===== src/rtl/tdm_align_pkg.sv =====
package tdm_align_pkg;
    typedef enum logic {ST_HUNT = 1'b0, ST_LOCK = 1'b1} sync_st_e;

    // log2 of ticks per bit for a rate code
    function automatic logic [1:0] rate_log2(input logic [1:0] code);
        unique case (code)
            2'd0:    rate_log2 = 2'd1;
            2'd1:    rate_log2 = 2'd2;
            default: rate_log2 = 2'd3;
        endcase
    endfunction
endpackage


===== src/rtl/tdm_sync_det.sv =====
module tdm_sync_det
    import tdm_align_pkg::*;
#(
    parameter int FW = 12,
    parameter int CW = FW + 1
) (
    input  logic          clk,
    input  logic          rst_n,
    input  logic          ck_ph,
    input  logic          fs,
    input  logic          fs_pol,
    input  logic          fs_rise,
    input  logic [CW-1:0] ft,
    output logic          frm_start,
    output logic          locked,
    output logic          misalign
);
    sync_st_e      state, state_nx;
    logic          prev_act;
    logic          samp, act;
    logic [CW-1:0] gcnt, gcur;

    always_comb begin
        samp      = (ck_ph == fs_rise);
        act       = (fs == fs_pol);
        frm_start = samp && act && !prev_act;
        gcur      = frm_start ? '0 : gcnt;
    end

    // next-state logic
    always_comb begin
        state_nx = state;
        unique case (state)
            ST_HUNT: if (frm_start) state_nx = ST_LOCK;   // first frame start
            ST_LOCK: state_nx = ST_LOCK;                  // realign stays here
            default: state_nx = ST_HUNT;
        endcase
    end

    // state register
    always_ff @(posedge clk or negedge rst_n) begin
        if (!rst_n) state <= ST_HUNT;
        else        state <= state_nx;
    end

    // outputs
    always_comb begin
        locked   = 1'b0;
        misalign = 1'b0;
        unique case (state)
            ST_HUNT: ;
            ST_LOCK: begin
                locked   = 1'b1;
                misalign = frm_start && (gcnt != '0);
            end
            default: ;
        endcase
    end

    always_ff @(posedge clk or negedge rst_n) begin
        if (!rst_n) begin
            prev_act <= 1'b0;
            gcnt     <= '0;
        end else begin
            if (samp) prev_act <= act;
            gcnt <= (gcur == ft - CW'(1)) ? '0 : gcur + CW'(1);
        end
    end
endmodule


===== src/rtl/tdm_lane.sv =====
module tdm_lane
    import tdm_align_pkg::*;
#(
    parameter int CW = 13,
    parameter int SW = 9
) (
    input  logic          clk,
    input  logic          rst_n,
    input  logic          frm_start,
    input  logic          run,
    input  logic [CW-1:0] ft,
    input  logic [1:0]    rate,
    input  logic [SW-1:0] slot_off,
    input  logic [2:0]    bit_off,
    input  logic [1:0]    frac,
    output logic [SW-1:0] slot_idx,
    output logic [2:0]    bit_idx,
    output logic          strobe
);
    logic [1:0]    lg;
    logic [2:0]    lg_slot;
    logic [CW-1:0] dly, load, cnt, cur, mask;

    always_comb begin
        lg       = rate_log2(rate);
        lg_slot  = 3'(lg) + 3'd3;
        dly      = (CW'(slot_off) << lg_slot) + (CW'(bit_off) << lg)
                 + ((CW'(frac) << lg) >> 2);
        load     = (dly == '0) ? '0 : ft - dly;
        cur      = frm_start ? load : cnt;
        mask     = (CW'(1) << lg) - CW'(1);
        slot_idx = run ? SW'(cur >> lg_slot) : '0;
        bit_idx  = run ? 3'(cur >> lg) : 3'd0;
        strobe   = run && ((cur & mask) == '0);
    end

    always_ff @(posedge clk or negedge rst_n) begin
        if (!rst_n) cnt <= '0;
        else        cnt <= (cur == ft - CW'(1)) ? '0 : cur + CW'(1);
    end
endmodule


===== src/rtl/tdm_frame_align.sv =====
module tdm_frame_align
    import tdm_align_pkg::*;
#(
    parameter int NRX = 2,
    parameter int NTX = 2,
    parameter int FW  = 12,
    parameter int SW  = 9
) (
    input  logic                     clk,
    input  logic                     rst_n,
    input  logic                     ck_ph,
    input  logic                     fs,
    input  logic                     fs_pol,
    input  logic                     fs_rise,
    input  logic [FW-1:0]            frm_len,
    input  logic [NRX-1:0][1:0]      rx_rate,
    input  logic [NRX-1:0][SW-1:0]   rx_slot_off,
    input  logic [NRX-1:0][2:0]      rx_bit_off,
    input  logic [NRX-1:0][1:0]      rx_frac,
    input  logic [NTX-1:0][1:0]      tx_rate,
    input  logic [NTX-1:0][SW-1:0]   tx_slot_off,
    input  logic [NTX-1:0][2:0]      tx_bit_off,
    input  logic [NTX-1:0][1:0]      tx_frac,
    input  logic [NTX-1:0][7:0]      tx_byte,
    output logic                     locked,
    output logic                     frm_start,
    output logic                     misalign,
    output logic [NRX-1:0][SW-1:0]   rx_slot,
    output logic [NRX-1:0][2:0]      rx_bit,
    output logic [NRX-1:0]           rx_smp,
    output logic [NTX-1:0][SW-1:0]   tx_slot,
    output logic [NTX-1:0][2:0]      tx_bit,
    output logic [NTX-1:0]           tx_shift,
    output logic [NTX-1:0]           txd
);
    localparam int CW = FW + 1;

    logic [CW-1:0] ft;
    logic          run;

    assign ft  = {frm_len, 1'b0};
    assign run = locked || frm_start;

    tdm_sync_det #(.FW(FW), .CW(CW)) i_sync (
        .clk, .rst_n, .ck_ph, .fs, .fs_pol, .fs_rise, .ft,
        .frm_start, .locked, .misalign
    );

    for (genvar gi = 0; gi < NRX; gi++) begin : g_rx
        tdm_lane #(.CW(CW), .SW(SW)) i_lane (
            .clk, .rst_n, .frm_start, .run, .ft,
            .rate(rx_rate[gi]), .slot_off(rx_slot_off[gi]),
            .bit_off(rx_bit_off[gi]), .frac(rx_frac[gi]),
            .slot_idx(rx_slot[gi]), .bit_idx(rx_bit[gi]), .strobe(rx_smp[gi])
        );
    end

    for (genvar gt = 0; gt < NTX; gt++) begin : g_tx
        tdm_lane #(.CW(CW), .SW(SW)) i_lane (
            .clk, .rst_n, .frm_start, .run, .ft,
            .rate(tx_rate[gt]), .slot_off(tx_slot_off[gt]),
            .bit_off(tx_bit_off[gt]), .frac(tx_frac[gt]),
            .slot_idx(tx_slot[gt]), .bit_idx(tx_bit[gt]), .strobe(tx_shift[gt])
        );
        // MSB first: bit index 0 carries byte bit 7
        assign txd[gt] = run && tx_byte[gt][3'd7 - tx_bit[gt]];
    end
endmodule


===== config.mk =====
export PLATFORM = sky130hd
export DESIGN_NAME = tdm_frame_align
export DESIGN_NICKNAME = d
export VERILOG_FILES = /design/src/rtl/tdm_align_pkg.sv /design/src/rtl/tdm_sync_det.sv /design/src/rtl/tdm_lane.sv /design/src/rtl/tdm_frame_align.sv
export SDC_FILE = /design/constraint.sdc
export NUM_CORES = 1
export LEC_CHECK = 0
export BUFFER_PORTS_ARGS = -buffer_cell sky130_fd_sc_hd__buf_2
export CAP_MARGIN = 20
export CORE_MARGIN = 1
export CORE_UTILIZATION = 40
export CTS_BUF_LIST = sky130_fd_sc_hd__clkbuf_2 sky130_fd_sc_hd__clkbuf_4 sky130_fd_sc_hd__clkbuf_8
export DETAILED_ROUTE_END_ITERATION = 10
export SETUP_SLACK_MARGIN = 0.02
export SLEW_MARGIN = 20
export SYNTH_ARGS = -nofsm -noshare
export SYNTH_HDL_FRONTEND = slang
export SYNTH_SLANG_ARGS = --single-unit

===== constraint.sdc =====
create_clock -name clk -period 5.9 [get_ports clk]
set_clock_uncertainty 0.2 [all_clocks]
set_input_delay 0.295 -clock clk [delete_from_list [all_inputs] [get_ports clk]]
set_output_delay 0.295 -clock clk [all_outputs]
set_load 0.005 [all_outputs]

==> results of run 1 <==
area by class of cell:
type | count | area [um^2] | share of cell area (%)
Clock inverter | 3 | 15.0 | 0.104
Timing Repair Buffer | 251 | 1530 | 10.5
Inverter | 77 | 289 | 1.99
Sequential cell | 67 | 1680 | 11.6
Clock buffer | 12 | 153 | 1.05
Multi-Input combinational cell | 1416 | 10300 | 71.3
Tap cell | 396 | 495 | 3.42
Antenna cell | 1 | 2.50 | 0.0173
power by group through the flow:
stage / clock [mW] / sequential (mW) / combinational, mW
CTS: 0.366 / 0.760 / 3.30
global route: 0.386 / 0.784 / 3.71
floorplan: 0 / 0.735 / 2.36
global placement: 0 / 0.765 / 3.24
finish: 0.358 / 0.763 / 3.34
detailed placement: 0 / 0.768 / 3.28
final timing paths:
path                                                  start                                to  depth (start not counted)
worst min-delay path                                  ck_ph       i_sync.prev_act$_DFFE_PN0N_                          4
max in group asynchronous                             rst_n   g_rx[1].i_lane.cnt[2]$_DFF_PN0_                          3
worst max register to register  i_sync.prev_act$_DFFE_PN0N_  g_rx[0].i_lane.cnt[12]$_DFF_PN0_                         10
worst max-delay path                             tx_rate[2]                       tx_slot[15]                         20
min in group asynchronous                             rst_n   g_tx[0].i_lane.cnt[6]$_DFF_PN0_                          3
worst min register to register  i_sync.prev_act$_DFFE_PN0N_       i_sync.prev_act$_DFFE_PN0N_                          2
metrics by stage:
stage	TNS (ns)	cells
after detailed placement	0	2206
after CTS	0	2222
after floorplan	0	1642
after global routing	-0.0198	2222
final	0	2223
after global placement	0	2206
flip-flops by register name, summed over array words and instances, names as in the netlist:
register / cells
g_rx.i_lane.cnt: 26
g_tx.i_lane.cnt: 26
i_sync.gcnt: 13
i_sync.prev_act: 1
i_sync.state: 1
worst max-delay path: stages:
cell and delay (ns):
buf_2 0.13, buf_4 0.25, mux2_2 0.37, nand2_1 0.09
fa_1 0.46, fa_1 0.52, ha_1 0.35, o21ai_0 0.24
o21ai_0 0.16, a21o_1 0.19, maj3_1 0.39, maj3_1 0.38
a21oi_2 0.18, a211oi_1 0.10, xnor2_1 0.15, o21ai_2 0.30
mux2i_1 0.13, mux2_2 0.27, nor2_1 0.08, buf_2 0.12
repair_timing:
item,in CTS,in global routing
endpoints found under the hold margin,58,0
endpoints found under the setup margin,0,16
hold buffers,1,0
gates resized for setup,0,19
cells in the final DEF (no fill, tap or decap), types with 52 or more instances in the layout:
| cell | count |
|---|---|
| nor2_1 | 195 |
| buf_2 | 154 |
| nand2_1 | 136 |
| xnor2_1 | 134 |
| buf_4 | 94 |
| a21oi_1 | 81 |
| ha_1 | 81 |
| o21ai_0 | 74 |
| inv_1 | 71 |
| dfrtp_1 | 67 |
| xor2_1 | 62 |
| mux2i_1 | 52 |
kinds of logic after synthesis:
| group | after synthesis |
|---|---|
| flops | 67 |
| buf+inv | 159 |
| mux | 96 |
| simple gates | 614 |
| other cells | 2 |
| xor+xnor | 198 |
| compound gates | 378 |
| fa+ha+maj | 110 |
routing by layer:
metal	vias up	wire (um)
met5	-	13
met4	2	656
met3	46	2010
met2	358	17900
met1	6021	18000
li1	6263	-
==> impl_metrics.ini, run 1 <==
[synthesis]
syn_area_mm2 = 0.0125
synthCells = 1624
synth.area.mux_share_pct = 10.0
ys.flop_type = dfrtp_1
synth_top_area_cell = dfrtp_1
ys_warn_count = 0
synth_compound_area_share_pct = 21.6
synthSimpleGateAreaFrac_pct = 24.0
synth_area_leaders = dfrtp_1 13%, xnor2_1 9.4%, ha_1 8.2%
avgSynthCellArea_um2 = 7.71
ys_seq_area_share_pct = 13.4
synth_edf_count = 0
synth_top_family_by_area = simple AND/OR/NAND/NOR gates
async_reset_ff_share_pct = 100
synth.most_common_cell = nor2_1
ys_top_cells_by_count = 196 x nor2_1, 136 x nand2_1, 135 x xnor2_1, 86 x a21oi_1, 82 x ha_1
synth_xor_area_share_pct = 13.9
ys_ff_latch = 67
synth_fa_ha_area_share_pct = 11.7
synth_top_area_share_pct = 13.4
ys_types = 104

[grt]
grt_max_degree = 68
grt_pass1_vias = 11700
met2_usage_pct = 39.9
overflow = 0
track_usage_pct = 24.1
antenna_found_initial = 1
use_met3_pct = 2.25
met1_usage_pct = 33.6
grt_pass1_wl_um = 60900
grt-busiest-layer = met2

[clock_network]
clock_path_buffers = 2
clk_pin_slew_ns = 0.08
clock_latency_ns = 0.37
clock-root-buffer = clkbuf_8
cts.sinks = 67
ctsHtreeMaxLevel = 3
post-cts-setup-buffer-count = 0
cts_tree = yes
cts_buffers = 9

[pwr]
power.total_mw = 4.46
leakagePower_nw = 6.30
p_switching_mw = 2.17
clkPwrFrac_pct = 8.0
swShare_pct = 48.7
seqPwrFrac_pct = 17.1
power_density_mw_per_mm2 = 308
p_comb_share_pct = 74.9
p_int_mw = 2.29
vdd_drop_max_mv = 0.139

[cells_and_area]
nets = 2018
final_area_mm2 = 0.0145
drive_gt1_share_pct = 20.8
syn2layout_area_growth_pct = 15.9
post-route-util_pct = 47.3
nFillCells = 3106

[timing]
slew_headroom_pct = 36.9
max_freq_mhz = 177
drv_slew = 0
whs_ns = 0.0529
setup_violations = 0
final_hold_viol_count = 0
fin_crit_ns = 5.66
tightestPinTransition_ns = 0.947
rsz0062_at_grt = true
min_period_over_period_pct = 95.9
fin_ws_ns = 0.240

[critical_path]
critical_path_arrival_ns = 5.17
path_class = in2out
startpoint_type = primary input
r2r_slack_ns = 2.02
end_kind = primary output
worst-path-max-fanout = 20
worstPathRequired_ns = 5.41

[placed_design]
dp_hpwl_um = 29800
place_area_mm2 = 0.0143
port_buffers = 154
place_congestion = 0.915
place_ws_ns = 0.0795

[die]
rows = 64
io_pins = 155
core-area_mm2 = 0.0307
die_area_mm2 = 0.0320
start_util_pct = 40.8
die_w_um = 179
fp.dieH_um = 179

[routing]
drt_wl_total_um = 38500
via_per_inst = 5.71
first_iter_violations = 800
drtPass1Iterations = 5
drc_errors = 0
wl_per_cell_um = 17.3
antenna_left = 0
routed-via-count = 12700

[status]
status = finished clean

[job]
drv_cap = 0

[worst_hold_path]
hold_class = in2reg
(Power assumes the default switching activity.)
==> run 2: changes to the inputs <==
--- a/config.mk
+++ b/config.mk
@@ -5,6 +5,7 @@
 export SDC_FILE = /design/constraint.sdc
 export NUM_CORES = 1
 export LEC_CHECK = 0
+export ABC_AREA = 1
 export BUFFER_PORTS_ARGS = -buffer_cell sky130_fd_sc_hd__buf_2
 export CAP_MARGIN = 20
 export CORE_MARGIN = 1
==> run 2 against run 1 <==
  * Sequential cell count unchanged
  * Worst setup slack improved by 0.26 ns
  * Critical endpoint is now tx_slot[5]
  * Final area increased by 5.1%
  * Count of clock-buffer cells in the layout decreased by 2
  * Routed wire length increased by 16%
  * Highest routed layer is now met4
  * Die area increased by 9.9%
==> impl_metrics.ini, run 2 <==
[routing]
antenna_left = 0
via_per_inst = 5.23
routed-via-count = 15500
drc_errors = 0
drtPass1Iterations = 6
wl_per_cell_um = 15.0
first_iter_violations = 1136
drt_wl_total_um = 44600

[synthesis]
synth_compound_area_share_pct = 11.0
synth_top_family_by_area = simple AND/OR/NAND/NOR gates
synth_top_area_share_pct = 20.1
synth_fa_ha_area_share_pct = 9.78
synth.area.mux_share_pct = 0
synth_area_leaders = nand2_1 20%, dfrtp_1 12%, inv_1 9.1%
ys_ff_latch = 67
ys_warn_count = 0
async_reset_ff_share_pct = 100
synth_top_area_cell = nand2_1
synthSimpleGateAreaFrac_pct = 47.9
synth.most_common_cell = nand2_1
synth_edf_count = 0
ys_top_cells_by_count = 738 x nand2_1, 332 x inv_1, 248 x nand3_1, 181 x nor2_1, 82 x ha_1
synthCells = 2361
ys_types = 59
synth_xor_area_share_pct = 5.92
ys.flop_type = dfrtp_1
avgSynthCellArea_um2 = 5.83
syn_area_mm2 = 0.0138
ys_seq_area_share_pct = 12.2

[cells_and_area]
layout_commonest_cell = nand2_1
nets = 2710
top_regs = g_rx.i_lane.cnt x26, g_tx.i_lane.cnt x26, i_sync.gcnt x13
syn2layout_area_growth_pct = 10.7
post-route-util_pct = 45.2
fin_cells = 2967
final_cell_mix = 738 x nand2_1, 331 x inv_1, 248 x nand3_1
drive_gt1_share_pct = 16.8
antenna_cells = 0
final_area_mm2 = 0.0152

[clock_network]
cts_tree = yes
clk_pin_slew_ns = 0.07
post-cts-setup-buffer-count = 0
ctsHtreeMaxLevel = 3
cts.sinks = 67
clock_path_buffers = 2
clock_latency_ns = 0.38
clock-root-buffer = clkbuf_8
cts_buffers = 9

[pwr]
power_density_mw_per_mm2 = 302
vdd_drop_max_mv = 0.130
leakagePower_nw = 8.49

[timing]
fin_crit_ns = 5.40
whs_ns = 0.0461
drv_slew = 0
rsz0062_at_grt = false
slew_headroom_pct = 36.5
final_hold_viol_count = 0
setup_violations = 0
tightestPinTransition_ns = 0.953
timing.setup.tns_ns = 0
max_freq_mhz = 185
min_period_over_period_pct = 91.6

[grt]
grt_pass1_vias = 13900
antenna_found_initial = 0
overflow = 0
grt_max_degree = 93
grt_pass1_wl_um = 71400
track_usage_pct = 25.0

[worst_hold_path]
worstHoldPathCells = 3
min-delay-start = ck_ph
hold_class = in2reg
hold_end = i_sync.prev_act$_DFFE_PN0N_

[placed_design]
place_area_mm2 = 0.0150
dp_hpwl_um = 35000
place_congestion = 0.930
dp.cells = 2950
port_buffers = 154

[die]
rows = 67
die_w_um = 187
die_area_mm2 = 0.0352
start_util_pct = 40.8
io_pins = 155
fp.dieH_um = 187
core-area_mm2 = 0.0337

[critical_path]
startpoint_type = primary input
path_class = in2out
worstPathRequired_ns = 5.41
r2r_slack_ns = 2.51
rr_startpoint = i_sync.prev_act$_DFFE_PN0N_
worstRegToRegCells = 16
worst-path-max-fanout = 9
end_kind = primary output
regToRegEndpoint = i_sync.gcnt[12]$_DFF_PN0_
critical_path_arrival_ns = 4.91

[job]
drv_cap = 0

[status]
status = finished clean
run 2: cell types whose count changed in the layout (fill, tap and decap cells not counted), sizes merged, moves of 21 or more:
cell / before / now
xnor2: 135 / 18
mux4: 21 / 0
buf: 250 / 183
nand4: 20 / 46
a211oi: 28 / 6
inv: 74 / 367
o22ai: 6 / 34
nor2: 198 / 222
mux2i: 52 / 0
mux2: 23 / 0
nor2b: 23 / 0
nand3: 52 / 269
nand2: 136 / 826
run 2: final cells by class:
class,count,area [um^2]
tap,448,561
clock inverter,6,65.1
fill,3735,18500
inverter,380,1440
clock buffer,10,138
timing repair buffer,184,1010
multi-input combinational,1872,10300
sequential,67,1680
run 2: worst max-delay path, stage by stage:
cell and delay (ns):
buf_2 0.18, nor2_1 0.39, clkinv_1 0.18, buf_4 0.20, o22ai_1 0.10, inv_1 0.07, fa_1 0.51, fa_1 0.58
ha_1 0.39, nand3_1 0.13, nand2_1 0.09, nand2_1 0.09, nand2_1 0.06, a21oi_1 0.19, o21ai_0 0.13, nand2_1 0.09
nand2_1 0.07, nand2_1 0.09, nand2_1 0.05, nand2_1 0.06, nand3_1 0.12, nand2_1 0.18, inv_1 0.11, a221oi_1 0.35
buf_2 0.18
run 2: cells by family (layout without fill, tap and decap cells):
kind of cell / after synthesis / after routing
buf+inv: 440 / 580
fa+ha+maj: 98 / 98
other cells: 2 / 20
compound gates: 236 / 236
xor+xnor: 93 / 93
flops: 67 / 67
simple gates: 1425 / 1425
run 2: how the worst max path moves through the flow:
stage                from                          endpoint  slack [ns]  cells after the start
6_report       tx_rate[1]                        tx_slot[5]        0.50                     25
2_1_floorplan  rx_rate[2]   g_rx[1].i_lane.cnt[2]$_DFF_PN0_         1.0                     34
3_5_place_dp   rx_rate[1]  g_rx[0].i_lane.cnt[12]$_DFF_PN0_        0.55                     31
4_1_cts        rx_rate[1]                        rx_slot[5]        0.54                     28
5_1_grt        tx_rate[1]                        tx_slot[5]        0.05                     30
3_3_place_gp   rx_rate[1]   g_rx[0].i_lane.cnt[2]$_DFF_PN0_        0.58                     24
run 2: metrics by stage:
step	power [mW]	setup WS (ns)
2_1_floorplan	3.29	0.996
3_3_place_gp	4.09	0.584
3_5_place_dp	4.13	0.551
4_1_cts	4.57	0.540
5_1_grt	5.07	0.0488
6_report	4.60	0.497
run 2: timing repair:
item | CTS | global route
hold buffers | 1 | 0
setup endpoints to repair | 0 | 1
hold endpoints to repair | 67 | 0
resized for setup | 0 | 3
run 2: metal layers:
metal	global-route usage, %	part of all wire [%]
met2	40.3	44
met5	0	0
met1	35.7	48
met3	2.55	6.6
met4	5.53	1.5
run 2: report_power, final:
part | switching (mW) | leakage [nW] | internal, mW
Combinational | 2.27 | 7.56 | 1.20
Sequential | 0.0581 | 0.822 | 0.654
Clock | 0.210 | 0.102 | 0.206
Total | 2.54 | 8.49 | 2.06
